File: src/rtl/march_bist_pkg.sv
package march_bist_pkg;

   localparam int          SIG_W     = 16;
   localparam logic [15:0] MISR_POLY = 16'h1021;
   localparam logic [15:0] MISR_INIT = 16'hFFFF;
   localparam int          N_ELEM    = 6;
   localparam int          OPS_PER_WORD = 10;   // total strobes per address in the whole march

   typedef enum logic [1:0] {
      ST_IDLE,
      ST_RUN,
      ST_FLUSH,
      ST_DONE
   } bist_state_e;

   // one issued operation
   typedef struct packed {
      logic wr;     // write strobe
      logic rd;     // read strobe
      logic down;   // descending address order
      logic bg;     // background value written
   } march_op_t;

   function automatic logic [SIG_W-1:0] misr_step(logic [SIG_W-1:0] s, logic [SIG_W-1:0] d);
      return {s[SIG_W-2:0], 1'b0} ^ (s[SIG_W-1] ? MISR_POLY : '0) ^ d;
   endfunction

endpackage

File: src/rtl/march_seq_ctrl.sv
module march_seq_ctrl
   import march_bist_pkg::*;
#(
   parameter int DEPTH = 16
) (
   input  logic                     clk,
   input  logic                     rst_n,
   input  logic                     run_i,
   output logic                     start_o,
   output march_op_t                op_o,
   output logic [$clog2(DEPTH)-1:0] idx_o,
   output logic                     done_o
);
   localparam int IW = $clog2(DEPTH);
   localparam logic [2:0] LAST_ELEM = 3'(N_ELEM - 1);

   bist_state_e   state_q;
   logic [2:0]    elem_q;
   logic [IW-1:0] idx_q;
   logic          phase_q;
   logic          run_q;

   logic start, active, single, is_read, last_idx;

   always_comb begin
      start    = run_i & ~run_q;
      active   = (state_q == ST_RUN) & run_i & ~start;
      single   = (elem_q == 3'd0) | (elem_q == LAST_ELEM);
      is_read  = (elem_q == LAST_ELEM) | (~single & ~phase_q);
      last_idx = (idx_q == IW'(DEPTH - 1));
      op_o.wr   = active & ~is_read;
      op_o.rd   = active & is_read;
      op_o.down = (elem_q == 3'd3) | (elem_q == 3'd4);
      op_o.bg   = elem_q[0];
   end

   always_ff @(posedge clk or negedge rst_n) begin
      if (!rst_n) begin
         run_q   <= 1'b0;
         state_q <= ST_IDLE;
         elem_q  <= '0;
         idx_q   <= '0;
         phase_q <= 1'b0;
      end else begin
         run_q <= run_i;
         if (start) begin
            state_q <= ST_RUN;
            elem_q  <= '0;
            idx_q   <= '0;
            phase_q <= 1'b0;
         end else begin
            case (state_q)
               ST_RUN: begin
                  if (run_i) begin
                     if (single || phase_q) begin
                        phase_q <= 1'b0;
                        if (last_idx) begin
                           idx_q <= '0;
                           if (elem_q == LAST_ELEM) state_q <= ST_FLUSH;
                           else                     elem_q  <= elem_q + 3'd1;
                        end else begin
                           idx_q <= idx_q + IW'(1);
                        end
                     end else begin
                        phase_q <= 1'b1;
                     end
                  end
               end
               ST_FLUSH: state_q <= ST_DONE;
               default: ;
            endcase
         end
      end
   end

   assign start_o = start;
   assign idx_o   = idx_q;
   assign done_o  = (state_q == ST_DONE);

endmodule

File: src/rtl/march_addr_gen.sv
module march_addr_gen #(
   parameter int DEPTH = 16
) (
   input  logic [$clog2(DEPTH)-1:0] idx_i,
   input  logic                     down_i,
   output logic [$clog2(DEPTH)-1:0] addr_o
);
   localparam int  AW      = $clog2(DEPTH);
   localparam bit  POW2    = ((DEPTH & (DEPTH - 1)) == 0);

   generate
      if (POW2) begin : g_pow2
         // reverse order is a plain bit inversion
         assign addr_o = down_i ? ~idx_i : idx_i;
      end else begin : g_any
         assign addr_o = down_i ? (AW'(DEPTH - 1) - idx_i) : idx_i;
      end
   endgenerate

endmodule

File: src/rtl/march_data_gen.sv
module march_data_gen #(
   parameter int WIDTH = 8
) (
   input  logic             bg_i,
   output logic [WIDTH-1:0] wdata_o
);
   assign wdata_o = {WIDTH{bg_i}};
endmodule

File: src/rtl/march_misr.sv
module march_misr
   import march_bist_pkg::*;
#(
   parameter int WIDTH = 8
) (
   input  logic             clk,
   input  logic             rst_n,
   input  logic             clear_i,
   input  logic             en_i,
   input  logic [WIDTH-1:0] data_i,
   output logic [SIG_W-1:0] sig_o
);
   logic [SIG_W-1:0] data_ext;
   logic [SIG_W-1:0] sig_q;

   generate
      if (WIDTH == SIG_W) begin : g_full
         assign data_ext = data_i;
      end else begin : g_pad
         assign data_ext = {{(SIG_W - WIDTH){1'b0}}, data_i};
      end
   endgenerate

   always_ff @(posedge clk or negedge rst_n) begin
      if (!rst_n)       sig_q <= MISR_INIT;
      else if (clear_i) sig_q <= MISR_INIT;
      else if (en_i)    sig_q <= misr_step(sig_q, data_ext);
   end

   assign sig_o = sig_q;

endmodule

File: src/rtl/march_bist.sv
module march_bist
   import march_bist_pkg::*;
#(
   parameter int DEPTH = 16,
   parameter int WIDTH = 8
) (
   input  logic                     clk,
   input  logic                     rst_n,
   input  logic                     run_i,
   output logic                     done_o,
   output logic [15:0]              sig_o,
   output logic [$clog2(DEPTH)-1:0] mem_addr_o,
   output logic                     mem_we_o,
   output logic                     mem_re_o,
   output logic [WIDTH-1:0]         mem_wdata_o,
   input  logic [WIDTH-1:0]         mem_rdata_i
);
   localparam int AW         = $clog2(DEPTH);
   localparam int RUN_CYCLES = OPS_PER_WORD * DEPTH + 2;   // start edge .. done visible

   initial begin
      assert (DEPTH >= 2) else $error("march_bist: DEPTH must be at least 2");
      assert (WIDTH >= 1 && WIDTH <= SIG_W) else $error("march_bist: WIDTH must be 1..16");
      assert (RUN_CYCLES > 0) else $error("march_bist: bad run length");
   end

   logic          start;
   march_op_t     op;
   logic [AW-1:0] idx;
   logic          capture_q;

   march_seq_ctrl #(.DEPTH(DEPTH)) u_ctrl (
      .clk     (clk),
      .rst_n   (rst_n),
      .run_i   (run_i),
      .start_o (start),
      .op_o    (op),
      .idx_o   (idx),
      .done_o  (done_o)
   );

   march_addr_gen #(.DEPTH(DEPTH)) u_addr (
      .idx_i  (idx),
      .down_i (op.down),
      .addr_o (mem_addr_o)
   );

   march_data_gen #(.WIDTH(WIDTH)) u_data (
      .bg_i    (op.bg),
      .wdata_o (mem_wdata_o)
   );

   // read data arrives one cycle after the strobe
   always_ff @(posedge clk or negedge rst_n) begin
      if (!rst_n)     capture_q <= 1'b0;
      else if (start) capture_q <= 1'b0;
      else            capture_q <= op.rd;
   end

   march_misr #(.WIDTH(WIDTH)) u_misr (
      .clk     (clk),
      .rst_n   (rst_n),
      .clear_i (start),
      .en_i    (capture_q),
      .data_i  (mem_rdata_i),
      .sig_o   (sig_o)
   );

   assign mem_we_o = op.wr;
   assign mem_re_o = op.rd;

endmodule

File: config.mk
export PLATFORM = sky130hd
export DESIGN_NAME = march_bist
export DESIGN_NICKNAME = d
export VERILOG_FILES = /design/src/rtl/march_bist_pkg.sv /design/src/rtl/march_seq_ctrl.sv /design/src/rtl/march_addr_gen.sv /design/src/rtl/march_data_gen.sv /design/src/rtl/march_misr.sv /design/src/rtl/march_bist.sv
export SDC_FILE = /design/constraint.sdc
export NUM_CORES = 1
export LEC_CHECK = 0
export BUFFER_PORTS_ARGS = -buffer_cell sky130_fd_sc_hd__buf_2
export CAP_MARGIN = 0
export CELL_PAD_IN_SITES_DETAIL_PLACEMENT = 0
export CELL_PAD_IN_SITES_GLOBAL_PLACEMENT = 1
export CORE_MARGIN = 3
export CORE_UTILIZATION = 40
export CTS_CLUSTER_SIZE = 10
export DETAILED_ROUTE_END_ITERATION = 6
export PLACE_DENSITY_LB_ADDON = 0.1
export SYNTH_ARGS = -nofsm -noshare
export SYNTH_HDL_FRONTEND = slang
export SYNTH_HIERARCHICAL = 1
export SYNTH_SLANG_ARGS = --single-unit
File: constraint.sdc
create_clock -name clk -period 1.95 [get_ports clk]
set_clock_uncertainty 0.15 [all_clocks]
set_input_delay 0.2925 -clock clk [delete_from_list [all_inputs] [get_ports clk]]
set_output_delay 0.2925 -clock clk [all_outputs]
set_load 0.03 [all_outputs]
## After elaboration in Yosys (flattened, before gate mapping)

Index checks and enable logic that the tools add are counted.

| storage, ports and cells | value |
|---|---|
| bits in registers | 28 |
| bits of input ports | 11 |
| output and inout port bits | 31 |

| operators by class | value |
|---|---|
| $add $sub $neg | 2 |
| equality and inequality tests | 12 |
| muxes and demuxes | 26 |
| bitwise operators | 17 |
| reductions and logical operators | 12 |

Operators with widths:

| kind | number |
|---|---|
| $mux W16 | 2 |
| $mux W4 | 6 |
| $mux W3 | 6 |
| $xor A16 B16 Y16 | 1 |
| $xor A16 B8 Y16 | 1 |
| $mux W13 | 1 |
| $mux W2 | 5 |
| $reduce_and A5 Y1 | 2 |
| $reduce_bool A2 Y1 | 5 |
| $ne A3 B3 Y1 const B | 3 |
| $and A1 B1 Y1 | 6 |
| $eq A3 B3 Y1 const B | 2 |
| $mux W1 | 5 |
| $not A1 Y1 | 5 |
| $add A4 B1 Y4 const B | 1 |
| $eq A2 B2 Y1 const B | 2 |
| $eq A4 B4 Y1 const B | 1 |
| $not A4 Y4 | 1 |
| $pmux W2 S2 | 1 |
| $add A3 B1 Y3 const B | 1 |
| $eq A3 B2 Y1 const B | 1 |
| $logic_not A3 Y1 | 1 |
| $ne A3 B2 Y1 const B | 1 |
| $or A1 B1 Y1 | 3 |
| 6 further kinds | 6 |

## Depth between registers and ports, before layout

Gate-level depths: netlist of run 1.

| logic depth | value |
|---|---|
| depth after elaboration | 7 |
| gate-level depth with buffers | 6 |
| depth with buffers taken out | 6 |

## By module

The synthesis of run 1 kept the hierarchy.

Modules (own cells, without submodules):

| module | times used | cells an instance | area an instance (µm²) |
|---|---|---|---|
| march_misr | 1 | 62 | 778.2 |
| march_seq_ctrl | 1 | 68 | 675.6 |
| march_data_gen | 1 | 8 | 60.1 |
| march_bist | 1 | 2 | 38.8 |
| march_addr_gen | 1 | 4 | 35.0 |

## Worst setup path before layout of run 1

Ideal clock, no wire load.

| timing path | value |
|---|---|
| kind | register to register |
| start | register u_ctrl.elem_q[0] |
| end | register capture_q |
| setup time | 0.071 ns |
| arrival | 2.058 ns |
| path slack | -0.329 ns |
| cell stages (with the launch flop) | 7 |
| buffers on the path | 0 |
| period minus slack after synthesis | 2.279 ns |
| path through | dfrtp_1 inv_1 ha_1 nor3_1 a21oi_2 nor3_1 nor2b_4 |

| between the ends | value |
|---|---|
| word-level cells in the longest chain between the ends | 7 |

RTL lines:

| item | RTL line | source |
|---|---|---|
| start: declaration | march_seq_ctrl.sv:18 | `logic [2:0] elem_q;` |
| start signal: assignment | march_seq_ctrl.sv:60 | `else elem_q <= elem_q + 3'd1;` |
| $eq A3 B3 Y1 or $logic_not A3 Y1 (tied branches) | march_seq_ctrl.sv:28, march_seq_ctrl.sv:29 |  |
| $or A1 B1 Y1 | march_seq_ctrl.sv:28 | `single = (elem_q == 3'd0) \| (elem_q == LAST_ELEM);` |
| $not A1 Y1 | march_seq_ctrl.sv:29 | `is_read = (elem_q == LAST_ELEM) \| (~single & ~phase_q);` |
| $and A1 B1 Y1 | march_seq_ctrl.sv:29 |  |
| $or A1 B1 Y1 (*) | march_seq_ctrl.sv:29 |  |
| $and A1 B1 Y1 (*) | march_seq_ctrl.sv:32 | `op_o.rd = active & is_read;` |
| via mem_re_o | march_bist.sv:14 | `output logic mem_re_o,` |
| $mux W1 (*) | march_bist.sv:56 | `else if (start) capture_q <= 1'b0;` |
| end signal: assignment | march_bist.sv:57 | `else capture_q <= op.rd;` |
| end: declaration | march_bist.sv:30 | `logic capture_q;` |

Mark *: on every way through the listed nets, which the timed path passes. The rest lies on a longest branch.
A chain may end at the register's enable or synchronous reset.

==> impl_metrics.csv, run 1 <==
group,metric,value,unit
clock_network,numCtsBuffers,3,
placement,portBuffers,41,
floorplanning,initial_core_util,0.424,
logic_synthesis,synth-seq-cells,28,
setup_path,reg2reg_depth,6,
run_status,violations,"negative setup slack",
pwr,ir_drop,0.363,mV
setup_path,crit_path_start_kind,"flop",
clock_network,htreeDepth,1,
pwr,p_switching,0.302,mW
placement,dp_hpwl,2.15,mm
logic_synthesis,synth_top_family_by_area,"compound AO/OA/AOI/OAI gates",
clock_network,path_clk_slew,0.10,ns
floorplanning,core-area,3740,um2
logic_synthesis,syn_nets,160,
pwr,power.internal,0.815,mW
setup_path,arrival,1.63,ns
placement,post_dp_cell_area,1810,um2
setup_path,critPathKind,"flop to output pin",
layout,area_growth,22.3,%
layout,diodes,0,
detailed_routing,drt-initial-drc-count,31,
layout,drive_gt1_frac,0.486,
global_route,grt_pass1_vias,1116,
detailed_routing,avgViaCountPerCell,4.95,
clock_network,cts_setup_buffers,0,
global_route,grt_max_degree,33,
global_route,overflow,0,
setup_path,worstPathRequired,1.51,ns
detailed_routing,antenna_left,0,
logic_synthesis,ys_types,40,
sta,drv_slew,0,
logic_synthesis,yosysWarnings,6,
placement,gp_routability_congestion,0.785,
clock_network,cts-root-buf,"clkbuf_8",
sta,max_freq,483,MHz
worst_hold_path,min_path_cells,1,
logic_synthesis,yosys.area.top_type,"dfstp_2",
logic_synthesis,synthCells,144,
sta,min_period,2.07,ns
pwr,swShare,0.270,
global_route,grtUsageTotal,0.134,
detailed_routing,first_pass_iters,4,
logic_synthesis,synthAdderAreaFrac,0.0394,
detailed_routing,post_drt_wl_per_cell,13.3,um
setup_path,end_kind,"output pin",
pwr,clkPwrFrac,0.291,
clock_network,cts_tree,"built",
logic_synthesis,synth.avg_cell_area,11.0,um2
sta,setup_viol,6,
layout,design_area,1940,um2
sta,hold_viol,0,
pwr,power_frac_seq,0.556,
floorplanning,die_h,69.0,um
sta,rsz0062_at_grt,"true",
pwr,p_leak,0.821,nW
clock_network,numClockSinks,28,
global_route,antenna_found_initial,0,
pwr,pwr-share-comb,0.153,
pwr,total_power,1.12,mW
sta,slew_headroom,0.585,
floorplanning,io_pins,42,
worst_hold_path,hold_path.class,"primary input to flop",
placement,pre_cts_ws,0.00665,ns
sta,setup_slack,-0.119,ns
logic_synthesis,synth_top_area_frac,0.265,
detailed_routing,wl,3.06,mm
layout,final_net_count,198,
logic_synthesis,synth.area.mux_share,0.0229,
pwr,cellPowerDensity,575,nW/um2
logic_synthesis,seq_area_frac_synth,0.454,
setup_path,crit_fanout,6,
logic_synthesis,synth-simple-area-share,0.146,
logic_synthesis,yosys.area_share.xor_xnor,0.0867,
logic_synthesis,synth_area,1590,um2
detailed_routing,route.detailed.drc,0,
floorplanning,fp.dieArea,4760,um2
clock_network,clk_latency,0.27,ns
job,drv_cap,0,
global_route,grt_first_pass_wirelength,5.31,mm
run_status,outcome,"complete, but fails checks",
detailed_routing,route.vias.total,1133,
logic_synthesis,yosys-top-cells-area,"dfstp_2 (26%), dfrtp_1 (19%), a211o_1 (8.8%)",
clock_network,clock_path_buffers,2,
sta,tightest_slew,0.623,ns
sta,final.period_utilization,1.06,
floorplanning,num_rows,22,
floorplanning,die_width,69.0,um
logic_synthesis,synth_compound_area_frac,0.177,
-- placed cells by master (no fill, tap or decap), types with 3 or more instances in the layout --
master    netlist  routed
a211o_1        16      16
a21oi_1         4       4
buf_2           4      35
buf_4           9       9
buf_6           1       3
clkbuf_8        0       3
dfrtp_1        12      11
dfstp_2        16      16
ha_2            0       3
inv_2           1       3
nand3_1         4       4
nor2_1          7       7
nor2b_1        16      16
o21ai_0         3       3
xor2_1         12      10
-- state kept, by name, indices dropped and copies added, names as in the netlist --
name            count
u_ctrl/phase_q      1
u_ctrl/state_q      2
u_ctrl/run_q        1
u_misr/sig_o       16
u_ctrl/idx_o        4
capture_q           1
u_ctrl/elem_q       3
-- what timing repair did --
action / 4_1_cts / 5_1_grt
resized for setup: 18 / 4
endpoints found under the setup margin: 6 / 6
hold endpoints to repair: 12 / 0
pin swaps: 6 / 1
hold buffers: 1 / 0
-- cells by family (layout without fill, tap and decap cells) --
kind of cell / Yosys count / count (layout)
and+or+nand+nor: 40 / 40
AOI/OAI and AO/OA: 35 / 35
DFF: 28 / 28
buffers and inverters: 19 / 56
xor gates and xnor gates: 14 / 14
adders and majority gates: 5 / 5
muxes: 3 / 3
-- Yosys cell counts (all sizes together) --
master / instances
a21o: 1
mux2: 2
a21oi: 6
buf: 14
xnor2: 1
ha: 5
o21ai: 4
o211ai: 2
o21a: 1
nand2: 2
dfstp: 16
xor2: 12
o311ai: 1
dfrtp: 12
mux2i: 1
o41ai: 1
inv: 4
a31oi: 1
nor2b: 17
nand3: 4
or3b: 1
nand2b: 1
a41o: 1
nand3b: 1
clkbuf: 1
and2: 1
a211o: 16
or2: 1
nor2: 7
nor3: 4
and3b: 1
o21bai: 1
xor3: 1
-- cell type report --
type                       instances  area, um2
multi-input combinational         97        813
inverter                           4       15.0
sequential                        28        722
timing repair buffer              48        287
fill                             360       1800
tap                               48       60.1
clock buffer                       4       45.0
-- layer usage --
layer,part of all wire,track usage,up-vias
met2,0.48,0.219,26
met4,0.0075,0.0477,0
met1,0.46,0.171,538
li1,-,-,567
met3,0.052,0.0321,2
met5,0,0,-
-- worst max-delay path: stages, from the launching register on --
cell and delay, ns:
dfrtp_2 0.47, ha_2 0.22, mux2_4 0.33, xor2_1 0.17, buf_4 0.17
-- power by group through the flow --
stage	clock network, mW	registers, mW	logic [mW]
2_1_floorplan	0	0.625	0.102
3_3_place_gp	0	0.627	0.153
3_5_place_dp	0	0.628	0.155
4_1_cts	0.350	0.619	0.167
5_1_grt	0.366	0.624	0.188
6_report	0.325	0.620	0.171
-- metrics by stage --
| step | instances | util | setup TNS, ns | hold slack [ns] |
|---|---|---|---|---|
| after floorplan | 144 | - | 0 | -0.153 |
| after global placement | 224 | 0.484 | 0 | 0.191 |
| after detailed placement | 224 | 0.484 | 0 | 0.203 |
| after CTS | 229 | 0.513 | -0.656 | 0.00508 |
| after global routing | 229 | 0.519 | -1.02 | 0.0139 |
| final | 229 | 0.519 | -0.532 | 0.0153 |
-- path summary, 6_finish.rpt --
check / slack, ns / to / from
max: -0.12 / mem_addr_o[0] / u_ctrl/elem_q[0]$_DFFE_PN0P_
min: 0.02 / u_ctrl/run_q$_DFF_PN0_ / run_i
min in group asynchronous: 0.41 / u_ctrl/phase_q$_DFFE_PN0P_ / rst_n
max reg2reg: 0.19 / u_ctrl/elem_q[2]$_DFFE_PN0P_ / u_ctrl/elem_q[0]$_DFFE_PN0P_
max in group asynchronous: 0.79 / u_ctrl/elem_q[0]$_DFFE_PN0P_ / rst_n
min reg2reg: 0.42 / u_ctrl/state_q[1]$_DFFE_PN0P_ / u_ctrl/state_q[1]$_DFFE_PN0P_
No activity file was read; power rests on OpenSTA's default activity.
==> run 2, diff against run 1 <==
--- a/config.mk
+++ b/config.mk
@@ -12,3 +12,3 @@
 export CORE_MARGIN = 3
-export CORE_UTILIZATION = 40
+export CORE_UTILIZATION = 35
 export CTS_CLUSTER_SIZE = 10
==> constraint.sdc (replaced) <==
create_clock -name clk -period 1.9 [get_ports clk]
set_clock_uncertainty 0.15 [all_clocks]
set_input_delay 0 -clock clk [delete_from_list [all_inputs] [get_ports clk]]
set_output_delay 0 -clock clk [all_outputs]
set_load 0.03 [all_outputs]
==> run 2 against run 1 <==
Net effect: the run now ends clean; largest power group unchanged; worst hold slack better by 0.11 ns; core utilization down 2.9 points; setup slack better by 0.19 ns; sequential power up 2%; routed wire length up 9.7%; register-to-register slack about the same; clock-buffer cell count unchanged; final cell count up 6.1%; die area up 13%; combinational power up 9%; first-iteration DRC count up 84%.
==> impl_metrics.csv, run 2 (same netlist as run 1, synthesis figures left out) <==
group,metric,value,unit
setup_path,cpPeakStageDelay,0.45,ns
placement,portBuffers,41,
detailed_routing,wl,3.35,mm
floorplanning,num_rows,23,
floorplanning,io_pins,42,
floorplanning,die_width,73.4,um
pwr,ir_drop,0.280,mV
global_route,grt_pass1_vias,1219,
global_route,grt_max_degree,33,
sta,rsz0062_at_grt,"true",
floorplanning,die_h,73.4,um
sta,max_freq,546,MHz
global_route,grt_first_pass_wirelength,5.55,mm
setup_path,cpMaxStageDelayCell,"dfrtp_2",
pwr,p_switching,0.311,mW
setup_path,r2r_slack,0.18,ns
worst_hold_path,hold_path.class,"primary input to async pin",
placement,post_dp_cell_area,1790,um2
floorplanning,core-area,4170,um2
pwr,p_leak,0.874,nW
clock_network,path_clk_slew,0.09,ns
pwr,power.internal,0.878,mW
clock_network,numCtsBuffers,3,
detailed_routing,route.vias.total,1212,
detailed_routing,post_drt_wl_per_cell,13.8,um
clock_network,htreeDepth,1,
layout,largest_register_ffs,16,
layout,final_net_count,210,
sta,hold_viol,0,
layout,utilization,0.490,
setup_path,crit_fanout,6,
pwr,cellPowerDensity,582,nW/um2
setup_path,end_kind,"output pin",
detailed_routing,first_pass_iters,4,
global_route,overflow,0,
pwr,pwr-share-comb,0.157,
setup_path,arrival,1.68,ns
clock_network,numClockSinks,28,
layout,diodes,0,
placement,dp_hpwl,2.31,mm
global_route,grtUsageTotal,0.131,
layout,drive_gt1_frac,0.451,
clock_network,clock_path_buffers,2,
clock_network,cts-root-buf,"clkbuf_8",
layout,design_area,2040,um2
detailed_routing,route.detailed.drc,0,
setup_path,rr_endpoint,"u_ctrl/idx_o[3]$_DFFE_PN0P_",
sta,tightest_slew,0.629,ns
sta,drv_slew,0,
global_route,antenna_found_initial,0,
setup_path,worstPathRequired,1.75,ns
sta,holdWs,0.125,ns
clock_network,clk_latency,0.27,ns
setup_path,crit_path_start_kind,"flop",
setup_path,reg2reg_from,"u_ctrl/elem_q[0]$_DFFE_PN0P_",
setup_path,worstPathCellList,"buf_6 > ha_4 > mux2_4 > xor2_1 > buf_4",
detailed_routing,avgViaCountPerCell,4.99,
sta,tns,0,ns
job,drv_cap,0,
setup_path,reg2reg_depth,6,
layout,mostFrequentLayoutCell,"buf_2",
sta,min_period,1.83,ns
setup_path,critPathKind,"flop to output pin",
pwr,power_frac_seq,0.534,
floorplanning,fp.dieArea,5380,um2
clock_network,cts_tree,"built",
placement,gp_routability_congestion,0.752,
sta,slew_headroom,0.580,
layout,area_growth,28.7,%
detailed_routing,antenna_left,0,
pwr,total_power,1.19,mW
floorplanning,initial_core_util,0.381,
sta,final.period_utilization,0.963,
sta,setup_viol,0,
detailed_routing,drt-initial-drc-count,57,
pwr,clkPwrFrac,0.309,
pwr,swShare,0.262,
layout,most-common-layout-cells,"buf_2 (36), nor2b_1 (16), a211o_1 (16), dfstp_2 (16)",
run_status,outcome,"finished clean",
## run 2: cell count changes in the layout (fill, tap and decap cells not counted)
| cell | previous run | this run |
|---|---|---|
| inv_1 | 1 | 3 |
| clkbuf_1 | 1 | 0 |
| buf_4 | 9 | 12 |
| ha_1 | 1 | 2 |
| dlygate4sd3_1 | 1 | 10 |
| ha_2 | 3 | 2 |
| buf_6 | 3 | 2 |
| clkbuf_8 | 3 | 4 |
| buf_2 | 35 | 36 |
| inv_2 | 3 | 1 |
| xor2_1 | 10 | 12 |
| xor2_2 | 2 | 0 |
## run 2: power by group through the flow
stage	clock, mW	combinational (mW)	sequential, mW
final	0.368	0.186	0.635
after global routing	0.421	0.204	0.638
after CTS	0.396	0.190	0.635
after detailed placement	0	0.162	0.645
after global placement	0	0.158	0.646
after floorplan	0	0.104	0.641
## run 2: repair_timing
action / CTS / global route
gates resized for setup: 11 / 6
setup endpoints to repair: 6 / 6
pin swaps: 3 / 5
endpoints found under the hold margin: 37 / 0
gates cloned: 0 / 1
setup buffers: 1 / 3
hold buffers: 10 / 0
## run 2: cell type report
cell class	count	area, um2
clock buffer	4	55.1
fill	395	2130
inverter	4	15.0
multi-input combinational	97	796
sequential	28	722
tap	50	62.6
timing repair buffer	60	393
## run 2: routing by layer
metal	global-route usage	share of wire	vias up	wire length [um]
met4	0.0423	0.0057	0	19
met3	0.0205	0.053	2	179
met1	0.173	0.46	585	1530
met5	0	0	-	0
li1	-	-	593	-
met2	0.219	0.48	32	1620
## run 2: how the worst max path moves through the flow
stage / to / start / slack [ns] / cells past startpoint
floorplan: mem_we_o / u_ctrl/elem_q[0]$_DFFE_PN0P_ / 0.04 / 4
global placement: u_ctrl/idx_o[1]$_DFFE_PN0P_ / u_ctrl/elem_q[0]$_DFFE_PN0P_ / 0.21 / 6
detailed placement: u_ctrl/elem_q[2]$_DFFE_PN0P_ / u_ctrl/elem_q[0]$_DFFE_PN0P_ / 0.16 / 5
CTS: mem_addr_o[2] / u_ctrl/elem_q[0]$_DFFE_PN0P_ / -0.002 / 5
global route: mem_addr_o[0] / u_ctrl/elem_q[0]$_DFFE_PN0P_ / -0.02 / 5
finish: mem_addr_o[0] / u_ctrl/elem_q[0]$_DFFE_PN0P_ / 0.07 / 5
## run 2: per-stage QoR
| step | instances | setup WS, ns |
|---|---|---|
| after floorplan | 144 | 0.0377 |
| after global placement | 224 | 0.211 |
| after detailed placement | 224 | 0.160 |
| after CTS | 239 | -0.00204 |
| after global routing | 243 | -0.0201 |
| final | 243 | 0.0701 |
## run 2: critical path, delay by kind of cell (launching register included)
kind	cells	cell delay (ns)
flip-flops	1	0.45
buffers and inverters	2	0.32
multiplexers	1	0.30
XOR/XNOR	1	0.17
adder cells (fa/ha/maj)	1	0.16
